## src/rtl/frac_tx_pkg.sv

```systemverilog
package frac_tx_pkg;
  typedef enum logic [1:0] {
    ST_IDLE = 2'd0,
    ST_HOLD = 2'd1,
    ST_DATA = 2'd2,
    ST_STOP = 2'd3
  } tx_state_t;
endpackage

```

## src/rtl/frac_tx_cts_sync.sv

```systemverilog
module frac_tx_cts_sync #(
  parameter int STAGES = 2
) (
  input  logic clk,
  input  logic rst,
  input  logic pin_n,
  output logic sync_n
);
  logic [STAGES-1:0] chain;

  always_ff @(posedge clk) begin
    if (rst) chain <= '1;
    else     chain <= {chain[STAGES-2:0], pin_n};
  end

  assign sync_n = chain[STAGES-1];
endmodule

```

## src/rtl/frac_tx_stop_len.sv

```systemverilog
module frac_tx_stop_len #(
  parameter int OVS = 16,
  parameter int CW  = 5
) (
  input  logic [3:0]    code,
  input  logic          len5,
  input  logic          x1,
  output logic [CW-1:0] ticks
);
  localparam logic [CW-1:0] BASE = CW'(OVS / 2 + 1);
  localparam logic [CW-1:0] HALF = CW'(OVS / 2);

  always_comb begin
    if (x1) begin
      ticks = code[3] ? CW'(2) : CW'(1);
    end else begin
      // short codes and long codes share the same arithmetic: code + 9
      ticks = CW'(code) + BASE;
      if (len5 && !code[3]) ticks = ticks + HALF;
    end
  end
endmodule

```

## src/rtl/frac_tx_framer.sv

```systemverilog
module frac_tx_framer #(
  parameter int DATA_W = 8,
  parameter int FW     = DATA_W + 2,
  parameter int NW     = 4
) (
  input  logic [DATA_W-1:0] data,
  input  logic [1:0]        len_sel,
  input  logic              par_en,
  input  logic              par_odd,
  output logic [FW-1:0]     frame,
  output logic [NW-1:0]     nbits
);
  int   nd;
  logic parity;

  always_comb begin
    nd     = 5 + int'(len_sel);
    frame  = '1;
    frame[0] = 1'b0;
    parity = par_odd;
    for (int i = 0; i < DATA_W; i++) begin
      if (i < nd) begin
        frame[i+1] = data[i];
        parity     = parity ^ data[i];
      end
    end
    for (int j = 1; j < FW; j++) begin
      if (par_en && j == nd + 1) frame[j] = parity;
    end
    nbits = NW'(1 + nd + (par_en ? 1 : 0));
  end
endmodule

```

## src/rtl/frac_stop_tx.sv

```systemverilog
module frac_stop_tx #(
  parameter int DATA_W      = 8,
  parameter int OVS         = 16,
  parameter int SYNC_STAGES = 2
) (
  input  logic              clk,
  input  logic              rst,
  input  logic              tick16,
  input  logic              in_valid,
  input  logic [DATA_W-1:0] in_data,
  output logic              in_ready,
  input  logic [1:0]        char_len,
  input  logic              par_en,
  input  logic              par_odd,
  input  logic [3:0]        stop_code,
  input  logic              cts_en,
  input  logic              cts_n,
  input  logic              ext1x,
  output logic              txd,
  output logic              tx_empty
);
  import frac_tx_pkg::*;

  localparam int FW = DATA_W + 2;
  localparam int NW = $clog2(FW + 1);
  localparam int CW = $clog2(2 * OVS);

  tx_state_t       state;
  logic [FW-1:0]   sh;
  logic [NW-1:0]   nleft;
  logic [CW-1:0]   cnt;
  logic [CW-1:0]   stop_q;
  logic            x1_q;
  logic            txd_q;
  logic            empty_q;

  logic            cts_sync_n;
  logic [FW-1:0]   frame;
  logic [NW-1:0]   nbits;
  logic [CW-1:0]   stop_ticks;
  logic [CW-1:0]   bit_last;
  logic            go;

  frac_tx_cts_sync #(.STAGES(SYNC_STAGES)) u_sync (
    .clk(clk), .rst(rst), .pin_n(cts_n), .sync_n(cts_sync_n)
  );

  frac_tx_framer #(.DATA_W(DATA_W), .FW(FW), .NW(NW)) u_frame (
    .data(in_data), .len_sel(char_len), .par_en(par_en), .par_odd(par_odd),
    .frame(frame), .nbits(nbits)
  );

  frac_tx_stop_len #(.OVS(OVS), .CW(CW)) u_stop (
    .code(stop_code), .len5(char_len == 2'b00), .x1(ext1x), .ticks(stop_ticks)
  );

  assign bit_last = x1_q ? '0 : CW'(OVS - 1);
  assign go       = tick16 && (!cts_en || !cts_sync_n);

  always_ff @(posedge clk) begin
    if (rst) begin
      state   <= ST_IDLE;
      sh      <= '1;
      nleft   <= '0;
      cnt     <= '0;
      stop_q  <= '0;
      x1_q    <= 1'b0;
      txd_q   <= 1'b1;
      empty_q <= 1'b1;
    end else begin
      unique case (state)
        ST_IDLE: begin
          if (in_valid) begin
            sh      <= frame;
            nleft   <= nbits;
            stop_q  <= stop_ticks;
            x1_q    <= ext1x;
            empty_q <= 1'b0;
            state   <= ST_HOLD;
          end
        end
        ST_HOLD: begin
          if (go) begin
            txd_q <= sh[0];
            sh    <= {1'b1, sh[FW-1:1]};
            nleft <= nleft - NW'(1);
            cnt   <= '0;
            state <= ST_DATA;
          end
        end
        ST_DATA: begin
          if (tick16) begin
            if (cnt == bit_last) begin
              cnt <= '0;
              if (nleft == '0) begin
                txd_q <= 1'b1;
                state <= ST_STOP;
              end else begin
                txd_q <= sh[0];
                sh    <= {1'b1, sh[FW-1:1]};
                nleft <= nleft - NW'(1);
              end
            end else begin
              cnt <= cnt + CW'(1);
            end
          end
        end
        ST_STOP: begin
          if (tick16) begin
            if (cnt == stop_q - CW'(1)) begin
              state   <= ST_IDLE;
              empty_q <= 1'b1;
            end else begin
              cnt <= cnt + CW'(1);
            end
          end
        end
        default: state <= ST_IDLE;
      endcase
    end
  end

  assign in_ready = (state == ST_IDLE);
  assign txd      = txd_q;
  assign tx_empty = empty_q;
endmodule

```

## config.mk

```make
export PLATFORM = sky130hd
export DESIGN_NAME = frac_stop_tx
export DESIGN_NICKNAME = d
export VERILOG_FILES = /design/src/rtl/frac_tx_pkg.sv /design/src/rtl/frac_tx_cts_sync.sv /design/src/rtl/frac_tx_stop_len.sv /design/src/rtl/frac_tx_framer.sv /design/src/rtl/frac_stop_tx.sv
export SDC_FILE = /design/constraint.sdc
export NUM_CORES = 1
export LEC_CHECK = 0
export BUFFER_PORTS_ARGS = -buffer_cell sky130_fd_sc_hd__buf_2
export CAP_MARGIN = 20
export CORE_UTILIZATION = 51
export CTS_BUF_LIST = sky130_fd_sc_hd__clkbuf_16
export DETAILED_ROUTE_END_ITERATION = 10
export GPL_ROUTABILITY_DRIVEN = 0
export GPL_TIMING_DRIVEN = 1
export HOLD_SLACK_MARGIN = 0.05
export PLACE_DENSITY = 0.72
export SYNTH_ARGS = -nofsm -noshare
export SYNTH_HDL_FRONTEND = slang
export SYNTH_SLANG_ARGS = --single-unit
```

## constraint.sdc

```tcl
create_clock -name clk -period 4.3 [get_ports clk]
set_input_delay 0.86 -clock clk [delete_from_list [all_inputs] [get_ports clk]]
set_output_delay 0.86 -clock clk [all_outputs]
set_load 0.005 [all_outputs]
```

# == Yosys cells after proc, flatten, opt, wreduce, memory -nomap -nowiden ==
# Cells that the tools add are included.
# totals
wordCells,149
regBits,31
# op_classes
eq_ne,23
n_bitwise,8
addsub,8
n_reduce_logical,28
magnitude_cmp,8
muxes,65
# op_table
op,n
4-bit by 32-bit equality test with 1-bit output (first input constant),4
4-bit by 32-bit less-than comparator with 1-bit output (first input constant),4
3-bit by 32-bit equality test with 1-bit output (first input constant),2
5-bit by 32-bit equality test with 1-bit output (first input constant),2
3-bit by 32-bit less-than comparator with 1-bit output (first input constant),2
10-bit two-way mux,5
5-bit two-way mux,7
1-bit two-way mux,33
2-bit by 32-bit equality test with 1-bit output (first input constant),1
1-bit by 32-bit less-than comparator with 1-bit output (first input constant),1
2-bit by 32-bit less-than comparator with 1-bit output (first input constant),1
10-bit one-hot mux with 3 select lines,1
4-bit two-way mux,6
2-bit != test (second input constant),9
2-bit two-way mux,8
5-bit one-hot mux with 3 select lines,1
4-bit one-hot mux with 3 select lines,1
1-bit logical AND,11
2-bit one-hot mux with 4 select lines,1
4-bit AND reduction,2
1-bit bitwise XOR,8
7-bit AND reduction,1
6-bit AND reduction,1
3-bit nonzero test,2
20 further kinds,26

# == Logic depth before layout (Yosys ltp) ==
# depth
depth_word,20
depth_mapped,8
mapped_depth_nobuf,8

# == By module ==
# From an unflattened synthesis, not the netlist that was laid out.
# hier_totals
hier_cells,273
area_unflattened_um2,2322.2
# modules_own_cells
mod,cells_per_inst,area_each_um2,n_inst
frac_stop_tx,198,1734.2,1
frac_tx_framer,56,421.7,1
frac_tx_stop_len,15,113.9,1
frac_tx_cts_sync,4,52.6,1

# == Worst setup path after synthesis ==
# OpenSTA, ideal clock, no wires.
# synth_path
path_kind,input to register
start,input char_len[0]
end,register sh[4]
cell_stages,7
required_time_ns,4.158
path_buffers,0
setup_slack_ns,1.986
setup_time_ns,0.142
t_arrival_ns,2.172
path_cell_list,inv_1 > ha_1 > nand2b_1 > xnor2_1 > xnor3_1 > a211oi_1 > o311ai_1
# synth_between
elab_chain_len,20
word_cells_on_any_way,31
classes_between,add/sub (2); order compare (8); eq/ne (1); mux (12); bitwise (7); reduce/logical (1)
# synth_lines
item,line_no,rtl
start: declaration,frac_stop_tx.sv:12,"input logic [1:0] char_len,"
3-bit by 2-bit adder with 4-bit output *,frac_tx_framer.sv:17,nd = 5 + int'(len_sel);
1-bit by 32-bit less-than comparator with 1-bit output,frac_tx_framer.sv:22,if (i < nd) begin
1-bit two-way mux,frac_tx_framer.sv:22,
1-bit bitwise XOR,frac_tx_framer.sv:24,parity = parity ^ data[i];
1-bit two-way mux,frac_tx_framer.sv:22,
1-bit bitwise XOR,frac_tx_framer.sv:24,
1-bit two-way mux,frac_tx_framer.sv:22,
1-bit bitwise XOR,frac_tx_framer.sv:24,
[4 not listed],-,
1-bit two-way mux,frac_tx_framer.sv:22,
1-bit bitwise XOR,frac_tx_framer.sv:24,
1-bit two-way mux,frac_tx_framer.sv:22,
1-bit bitwise XOR,frac_tx_framer.sv:24,
1-bit two-way mux,frac_tx_framer.sv:22,
1-bit two-way mux *,frac_tx_framer.sv:28,if (par_en && j == nd + 1) frame[j] = parity;
10-bit two-way mux *,frac_stop_tx.sv:73,if (in_valid) begin
10-bit one-hot mux with 3 select lines *,frac_stop_tx.sv:71,unique case (state)
end signal: assignment,frac_stop_tx.sv:74,sh <= frame;
end signal: assignment,frac_stop_tx.sv:85,"sh <= {1'b1, sh[FW-1:1]};"
end signal: assignment,frac_stop_tx.sv:100,"sh <= {1'b1, sh[FW-1:1]};"
end: declaration,frac_stop_tx.sv:29,logic [FW-1:0] sh;
# Every way passes the cells marked *; elsewhere a longest branch is shown, timed or not. The select of a mux whose other input is x is not followed.
# A chain may end at the register's enable or synchronous reset.

# == Worst setup path in the final report ==
# layout_path
start,input char_len[0]
end,register sh[7]
# Same word-level chain as after synthesis.

==> metrics.md <==
| Metric | Value |
|---|---|
| Status | completed |
| Port Buf Inserts | 25 |
| Synth unique cells | 50 |
| Gate power share | 50.3% |
| Final hold vios | 0 |
| Post-CTS Setup Inserts | 0 |
| Core area | between 4000 and 5000 um2 |
| Initial antenna violation count | 0 |
| Worst-path maximum fanout | 6 |
| Power Internal | roughly 900 uW |
| Rel. slew slack | 45.90% |
| Sw Pwr | approximately 640 uW |
| Most frequent cells in the layout | 31 x dfxtp_1, 25 x buf_2, 20 x inv_1, 20 x nand2_1, 18 x ha_1 |
| Share of layout cells above drive strength 1 | a little over an eighth |
| DRT iter0 DRCs | 145 |
| Ys Warns | 0 |
| CTS Hold Bufs | 0 |
| Fraction of registers with async set/reset | 0% |
| CP Cell Sequence | buf_2 -> inv_1 -> ha_1 -> nand2b_1 -> xnor2_1 -> xnor3_1 -> o221ai_1 -> a31oi_1 |
| Final setup fails | 0 |
| Setup crit end kind | register |
| Hold depth | 1 |
| Gr ovfl total | 0 |
| CP max-delay cell | xnor3_1 |
| Pleak | 0.9946 nW |
| Reg power frac | 28.6% |
| WP data required | 4.45 ns |
| Clock skew | 0.002885 ns |
| FP Rows | 23 |
| Largest net degree at the start of global routing | 26 |
| Worst Tran Pin Value | 0.8115 ns |
| Hold Crit Class | register to register |
| Cell Pwr Density | 625.3 nW/um2 |
| Die W | 67.34 um |
| Most common cell after layout, fill and taps aside | dfxtp_1 |
| Vias | roughly 1.9k |
| Sw Ratio | between 40% and 50% |
| Die Area | 4534 um2 |
| Max VDD drop | around 0.28 mV |
| Mapped Nets | about 300 |
| HPWL Detailed | 3445 um |
| Post-DRT Antenna Nets | 0 |
| TritonRoute pass-1 iters | 7 |
| RSZ-0062 raised after global routing | false |
| Skew-Pair Late Insertion Delay | about 0.27 ns |
| Yosys reg bits | 31 |
| Initial Util | 53.65% |
| Synthesized area per cell | 8.373 um2 |
| WL/cell | about 14 um |
| Clk root buf | clkbuf_16 |
| Synth Cell Area | 2177 um2 |
| MaxCap Viol Count | 0 |
| Worst Reg-to-Reg Cells | 6 |
| Setup crit start kind | input port |
| Sequential cell area | about 620 um2 |
| First-pass GRT wire length | 7928 um |
| CTS tree | built |
| Clk pin slew, worst setup/hold paths | 0.05 ns |
| Sequential area share after synthesis | ~29% |
| DR vias/cell | between 5 and 6 |
| DRC viols | 0 |
| Critical path class | input port to register |
| Post-Syn Instances | 260 |
| Max Clock Freq | 0.4204 GHz |
| Setup TNS | 0 ns |
| Fin crit share | 55.31% |
| Slowest stage delay, CP | 0.50 ns |
| Antenna Cells | 0 |
| Layout area overhead | 13.05% |
| Post-synth EDFFs | 0 |
| Shortest period the worst path allows | 2.379 ns |
| Height of the chip | between 60 and 70 um |
| Multi-input logic area | 1448 um2 |
| Clk pwr share | 21.1% |
| All-Layer GR Usage | 23.26% |
| Fillers | ~370 |
| # IOs | 26 |
| Clock buffer depth | 2 |
| Commonest register cell after synthesis | dfxtp_1 |
| Fin. max-slew vios | 0 |
| Clock sink count | 31 |
| Vias in the first global route | 1776 |
| Nets | 324 |
| Final WL | 4697 um |
| CTS Buf Count | 5 |
| Pwr Total | about 1.5 mW |
| Worst EP arrival | approximately 2.5 ns |
| H-tree depth | 2 |
| Post_cts resized | 0 |
[final cells by class]
type	count	share of cell area [%]
multi-input cells	202	58.82
flip-flops and latches	31	25.22
clock buffers	5	5.084
repair buffers	25	5.084
inverters	18	2.745
well taps	50	2.542
clock inverters	3	0.5084
[per-stage QoR]
stage	area (um2)	setup WS, ns	hold slack [ns]	std cells	utilization [%]
floorplan	2177	1.986	0.3925	260	-
global placement	2323	1.661	0.3983	326	57.26
detailed placement	2323	1.633	0.3997	326	57.26
CTS	2461	1.923	0.4112	334	60.65
global route	2461	1.758	0.4286	334	60.65
finish	2461	1.922	0.4108	334	60.65
[power by group through the flow]
stage	registers (mW)	clock network (mW)	logic, mW
after floorplan	0.425	0	0.619
after global placement	0.441	0	0.766
after detailed placement	0.443	0	0.774
after CTS	0.439	0.331	0.776
after global routing	0.448	0.345	0.870
final	0.440	0.325	0.774
[logic make-up after synthesis]
logic type               Yosys count  share of synthesized area [%]
flip-flops                        31                          28.51
adder cells (fa/ha/maj)           18                          10.35
AND/OR/NAND/NOR                   76                          18.91
multiplexers                       7                          3.219
buffers and inverters             27                          5.000
XOR/XNOR                          17                          7.471
AO/OA/AOI/OAI                     84                          26.55
[cell usage after synthesis, drive strengths merged, types with 2 or more instances]
master,count,area share [%]
a2111oi,3,2.1
a211oi,9,3.1
a21boi,2,0.69
a21oi,17,3.9
a221o,2,0.92
a221oi,2,0.80
a22oi,4,1.6
a31oi,5,1.4
clkbuf,8,1.4
dfxtp,31,29
ha,18,10
inv,18,3.1
mux2i,7,3.2
nand2,20,3.4
nand2b,2,0.57
nand3,9,2.1
nor2,17,2.9
nor2b,7,2.0
nor3,3,0.69
nor3b,3,1.3
nor4b,3,1.9
o211ai,4,1.4
o21ai,23,5.3
o21ba,2,0.92
o311ai,2,0.80
o31ai,3,1.0
or2,2,0.57
or4,3,1.0
or4b,2,0.92
xnor2,12,4.8
xor2,4,1.6
[worst paths after layout]
| check | start | endpoint | slack [ns] |
|---|---|---|---|
| setup / recovery | char_len[0] | sh[7] | 1.92 |
| hold / removal | u_sync.chain[0] | u_sync.chain[1] | 0.41 |
| setup reg to reg | state[0] | nleft[0] | 1.97 |
| hold reg to reg | u_sync.chain[0] | u_sync.chain[1] | 0.41 |
[critical path: cells and delay by family]
family,cells,cell delay (ns)
xor+xnor,2,0.64
compound gates,2,0.41
buf+inv,2,0.25
fa+ha+maj,1,0.21
simple gates,1,0.15
[state kept, by name, indices dropped and copies added, names as in the netlist]
| register | flops |
|---|---|
| txd | 1 |
| stop_q | 5 |
| x1_q | 1 |
| u_sync.chain | 2 |
| tx_empty | 1 |
| nleft | 4 |
| sh | 10 |
| cnt | 5 |
| state | 2 |
[per-layer routing]
metal / vias to the layer above / routed length [um] / track usage [%]
met3: 7 / 147 / 6.250
li1: 1000 / - / -
met5: - / 0 / 0
met4: 0 / 61 / 8.777
met1: 887 / 2264 / 28.86
met2: 36 / 2224 / 38.13
Power figures use the tool's default switching activity.
